==> src/rtl/dbuf_tx_handoff.sv <==
module dbuf_tx_handoff #(
  parameter int CNT_W  = 4,
  parameter int STAT_W = 8
) (
  input  logic              clk,
  input  logic              rst_n,
  input  logic              host_doorbell,
  output logic [STAT_W-1:0] status_word,
  output logic              tx_room,
  output logic              host_buf,
  output logic              mem_rd,
  output logic [2:0]        mem_addr,
  input  logic [31:0]       mem_rdata,
  output logic              desc_valid,
  output logic [15:0]       frm_len,
  output logic [15:0]       frm_len_al,
  output logic [15:0]       frm_rate,
  output logic              rate_err,
  output logic [31:0]       expiry_us,
  output logic [7:0]        queue_idx,
  output logic [7:0]        frame_id,
  output logic [2:0]        rate_policy,
  output logic              no_ack,
  output logic [1:0]        pkt_type,
  output logic              qos,
  output logic              cpl_req,
  output logic              xfer_pad,
  output logic [15:0]       frag_thr,
  output logic [7:0]        mem_blocks,
  input  logic              drain_done,
  output logic              release_pulse,
  output logic              release_buf
);
  localparam int NBUF      = 2;
  localparam int DWORDS    = 4;
  localparam int WIDX_W    = $clog2(DWORDS);
  localparam int RATE_BITS = 13;

  typedef enum logic [1:0] {S_IDLE, S_FETCH, S_LAST, S_HOLD} state_t;

  state_t            state;
  logic [CNT_W-1:0]  prod, cons, occ;
  logic [WIDX_W-1:0] fetch_idx, cap_idx;
  logic              cap_v;
  logic [31:0]       desc_q [DWORDS];
  logic [15:0]       ctrl;

  assign occ         = prod - cons;
  assign tx_room     = occ < CNT_W'(NBUF);
  assign host_buf    = prod[0];
  assign status_word = STAT_W'(cons);

  assign mem_rd   = (state == S_FETCH);
  assign mem_addr = {cons[0], fetch_idx};

  assign desc_valid    = (state == S_HOLD);
  assign release_pulse = desc_valid && drain_done;
  assign release_buf   = cons[0];

  assign frm_len    = desc_q[0][15:0];
  assign frm_rate   = desc_q[0][31:16];
  assign expiry_us  = desc_q[1];
  assign queue_idx  = desc_q[2][7:0];
  assign frame_id   = desc_q[2][15:8];
  assign ctrl       = desc_q[2][31:16];
  assign frag_thr   = desc_q[3][15:0];
  assign mem_blocks = desc_q[3][23:16];

  assign rate_policy = ctrl[2:0];
  assign no_ack      = ctrl[3];
  assign pkt_type    = ctrl[5:4];
  assign qos         = ctrl[6];
  assign cpl_req     = ctrl[7];
  assign xfer_pad    = ctrl[8];

  assign frm_len_al = (frm_len + 16'd3) & ~16'd3;
  assign rate_err   = (frm_rate == 16'd0) || ((frm_rate & (frm_rate - 16'd1)) != 16'd0)
                      || (|frm_rate[15:RATE_BITS]);

  always_ff @(posedge clk or negedge rst_n) begin
    if (!rst_n) begin
      state     <= S_IDLE;
      prod      <= '0;
      cons      <= '0;
      fetch_idx <= '0;
      cap_idx   <= '0;
      cap_v     <= 1'b0;
      for (int i = 0; i < DWORDS; i++) desc_q[i] <= '0;
    end else begin
      if (host_doorbell && tx_room) prod <= prod + 1'b1;
      cap_v   <= mem_rd;
      cap_idx <= fetch_idx;
      if (cap_v) desc_q[cap_idx] <= mem_rdata;
      case (state)
        S_IDLE:  if (prod != cons) begin
                   state     <= S_FETCH;
                   fetch_idx <= '0;
                 end
        S_FETCH: begin
                   fetch_idx <= fetch_idx + 1'b1;
                   if (fetch_idx == WIDX_W'(DWORDS - 1)) state <= S_LAST;
                 end
        S_LAST:  state <= S_HOLD;
        S_HOLD:  if (drain_done) begin
                   cons  <= cons + 1'b1;
                   state <= S_IDLE;
                 end
        default: state <= S_IDLE;
      endcase
    end
  end

  a_r3_no_overflow: assert property (@(posedge clk) disable iff (!rst_n)
    occ <= CNT_W'(NBUF));

  a_r2_doorbell_counts: assert property (@(posedge clk) disable iff (!rst_n)
    (host_doorbell && tx_room) |=> (host_buf != $past(host_buf)));

  a_r5_reads_consumer_buf: assert property (@(posedge clk) disable iff (!rst_n)
    mem_rd |-> (mem_addr[2] == status_word[0]));

  a_r10_release_advances: assert property (@(posedge clk) disable iff (!rst_n)
    release_pulse |=> (status_word[CNT_W-1:0] == $past(status_word[CNT_W-1:0]) + 1'b1));

  a_r9_legal_rate_onehot: assert property (@(posedge clk) disable iff (!rst_n)
    (desc_valid && !rate_err) |-> ($countones(frm_rate[RATE_BITS-1:0]) == 1));
endmodule

==> config.mk <==
export PLATFORM = sky130hd
export DESIGN_NAME = dbuf_tx_handoff
export DESIGN_NICKNAME = d
export VERILOG_FILES = /design/src/rtl/dbuf_tx_handoff.sv
export SDC_FILE = /design/constraint.sdc
export NUM_CORES = 1
export LEC_CHECK = 0
export ABC_AREA = 1
export BUFFER_PORTS_ARGS = -buffer_cell sky130_fd_sc_hd__buf_2
export CAP_MARGIN = 20
export CORE_MARGIN = 10
export CORE_UTILIZATION = 30
export DETAILED_ROUTE_END_ITERATION = 10
export PLACE_DENSITY = 0.5
export RECOVER_POWER = 25
export SYNTH_ARGS = -nofsm -noshare
export SYNTH_HDL_FRONTEND = slang
export SYNTH_SLANG_ARGS = --single-unit
==> constraint.sdc <==
create_clock -name clk -period 5 [get_ports clk]
set_input_delay 0.75 -clock clk [delete_from_list [all_inputs] [get_ports clk]]
set_output_delay 0.75 -clock clk [all_outputs]
set_load 0.02 [all_outputs]
==> qor.yml <==
synth_cell_types: 25
htreeDepth: 4
drive_gt1_share_pct: 27.43
max_freq_mhz: 306.6
drt_wl_total_mm: 15.76
rsz0062_at_grt: "false"
cp_common_cell: "inv_1"
ant_nets: 0
ys_warn_count: 0
drv_cap: 1
core_area_sq_um: 17960
hold_ws_ns: 0.4530
hold_viol: 0
num_rows: 49
start_util_pct: 30.55
grt_pass1_vias: 4680
tightest_slew_ns: 2.390
drt-initial-drc-count: 234
finalSetupViolations: 0
relSlewSlack_pct: -59.32
port_buffers: 176
p_per_area_nw_per_um2: 794.0
dp_hpwl_mm: 11.35
finalCriticalPeriod_ns: 3.261
fin_nets: 837
worstPathRequired_ns: 4.25
drc: 0
hold_path.class: "reg2reg"
vias: 4518
synth_area_leaders: "dfrtp_1, nand2_1, o21ai_0"
synth_seq_area_share_pct: 58.37
clockBufferDepth: 2
path_class: "reg2out"
dp_cells: 998
finalCritPeriodShare_pct: 65.22
cts-root-buf: "clkbuf_16"
max_stage_delay_ns: 0.50
ys_ff_latch: 128
area_growth_pct: 30.69
numCtsBuffers: 17
die_h_um: 155.3
grt.total_usage_pct: 13.04
yosysTopAreaCell: "dfrtp_1"
end_kind: "output pin"
cp_slowest_cell: "nor3_1"
status: "finished, violations left"
dieArea_sq_um: 24100
num_io_pins: 183
finalClockSkew_ns: 0.006130
ctsResizeCount: 0
fin_cells: 1031
grt_max_degree: 95
post_cts_buffers: 0
clk_latency_ns: 0.41
slew_violations: 95
antenna_found_initial: 0
place.gp.congestion: 0.8210
grt_first_pass_wirelength_mm: 25.37
peakVddDrop_mv: 0.4245
viasPerCell: 4.382
startpoint: "prod[0]"
cp-start-kind: "register"
crit_arrival_ns: 2.51
crit-reg2reg-launch: "prod[0]"
wl_per_cell_um: 15.28
syn_avg_cell_area_sq_um: 8.909
first_pass_iters: 4
postCtsHoldBufs: 0
clock-sinks: 128
power_leakage_nw: 3.861
syn_inst: 616
dieWidth_um: 155.3
cts_tree: "done"
crit_path_cell_trace: "inv_1 -> ha_1 -> inv_1 -> fa_1 -> nor3_1 -> a21boi_0 -> buf_2"
num_antenna_cells: 0
clkTransAtPathRegs_ns: 0.06
crit_fanout: 6
yosysTopAreaCellShare_pct: 58.37
gr-total-overflow: 0
violations: "max-capacitance violations, max-slew violations"
hp-start: "fetch_idx[1]"
fin_setup_tns_ns: 0
synthesis.area_sq_um: 5488
[cell families after synthesis]
family	count (synthesis)	synth area share, %
compound gates	130	11.95
xor+xnor	13	2.075
fa+ha+maj	12	2.873
buf+inv	99	7.341
flops	128	58.37
other cells	1	0.06833
simple gates	233	17.33
[report_power, final]
group          switching (mW)  internal, mW  leakage, nW
Sequential              0.413          1.56         1.55
Clock                   0.468         0.759        0.277
Combinational            1.68         0.815         2.03
[registers in the layout, indices dropped and copies added (netlist names)]
register,count
frm_rate,16
cpl_req,1
cons,4
frm_len,16
pkt_type,2
mem_blocks,8
cap_idx,2
cap_v,1
frag_thr,16
prod,4
frame_id,8
rate_policy,3
qos,1
no_ack,1
xfer_pad,1
fetch_idx,2
expiry_us,32
queue_idx,8
state,2
[metal layers]
layer | track usage, % | part of all wire (%) | vias to the layer above
li1 | - | - | 2301
met1 | 16.38 | 46 | 2074
met2 | 20.11 | 45 | 133
met3 | 5.156 | 7.9 | 10
met4 | 4.144 | 0.95 | 0
met5 | 0 | 0 | -
[worst max-delay path, delay by kind of cell (launching register included)]
| kind | cells | cell delay [ns] |
|---|---|---|
| adder cells (fa/ha/maj) | 2 | 0.60 |
| buffers and inverters | 3 | 0.35 |
| AND/OR/NAND/NOR | 1 | 0.50 |
| flip-flops | 1 | 0.41 |
| AO/OA/AOI/OAI | 1 | 0.24 |
[cells in the mapped netlist]
cell type,instances
buf_2,1
nand2_1,173
nor2_4,2
buf_1,1
nand2_2,2
nand4_1,7
dfrtp_1,128
nand3_1,15
or2_0,1
buf_4,8
nor3_1,6
a21boi_0,1
o22ai_1,2
conb_1,1
nor2_1,25
a21oi_1,8
nor3b_1,1
nand3_2,1
fa_1,1
o21ai_0,119
xnor2_1,6
inv_1,69
ha_1,11
clkbuf_1,20
xor2_1,7
[final timing paths]
path,slack [ns],endpoint,depth (start not counted)
worst max-delay path,1.74,tx_room,7
worst min-delay path,0.45,cap_idx[1],0
worst max register to register,2.80,prod[1],8
worst min register to register,0.45,cap_idx[1],0
max in group asynchronous,2.42,frame_id[7],2
min in group asynchronous,1.07,queue_idx[0],1
[placed cells by master (no fill, tap or decap), types with 2 or more instances in the layout]
master      count
a21oi_1         8
buf_2         175
buf_4           2
bufinv_16       2
clkbuf_16      17
clkbuf_8        2
clkinv_2        3
clkinv_4        3
clkinvlp_4      5
conb_1          6
dfrtp_1       128
ha_1           11
inv_1          69
nand2_1       171
nand2_2         4
nand3_1        13
nand3_2         3
nand4_1         7
nor2_1         25
nor2_4          2
nor3_1          6
o21ai_0       119
o22ai_1         2
xnor2_1         6
xor2_1          7
[metrics by stage]
step | total power [mW] | instance area (sq um) | setup WS [ns] | util [%]
3_5_place_dp | 4.528 | 6566 | 2.158 | 36.55
3_3_place_gp | 4.508 | 6566 | 2.215 | 36.55
4_1_cts | 5.784 | 7158 | 1.700 | 39.85
5_1_grt | 6.177 | 7172 | 1.440 | 39.92
6_report | 5.694 | 7172 | 1.739 | 39.92
2_1_floorplan | 3.545 | 5507 | 2.031 | -
[final cells by class]
| cell class | instances | area (sq um) |
|---|---|---|
| multi-input combinational | 394 | 1916 |
| tap | 229 | 286.5 |
| fill | 1874 | 10790 |
| inverter | 69 | 259.0 |
| clock buffer | 19 | 452.9 |
| clock inverter | 13 | 138.9 |
| sequential | 128 | 3203 |
| timing repair buffer | 179 | 915.9 |
Power figures use the tool's default switching activity.
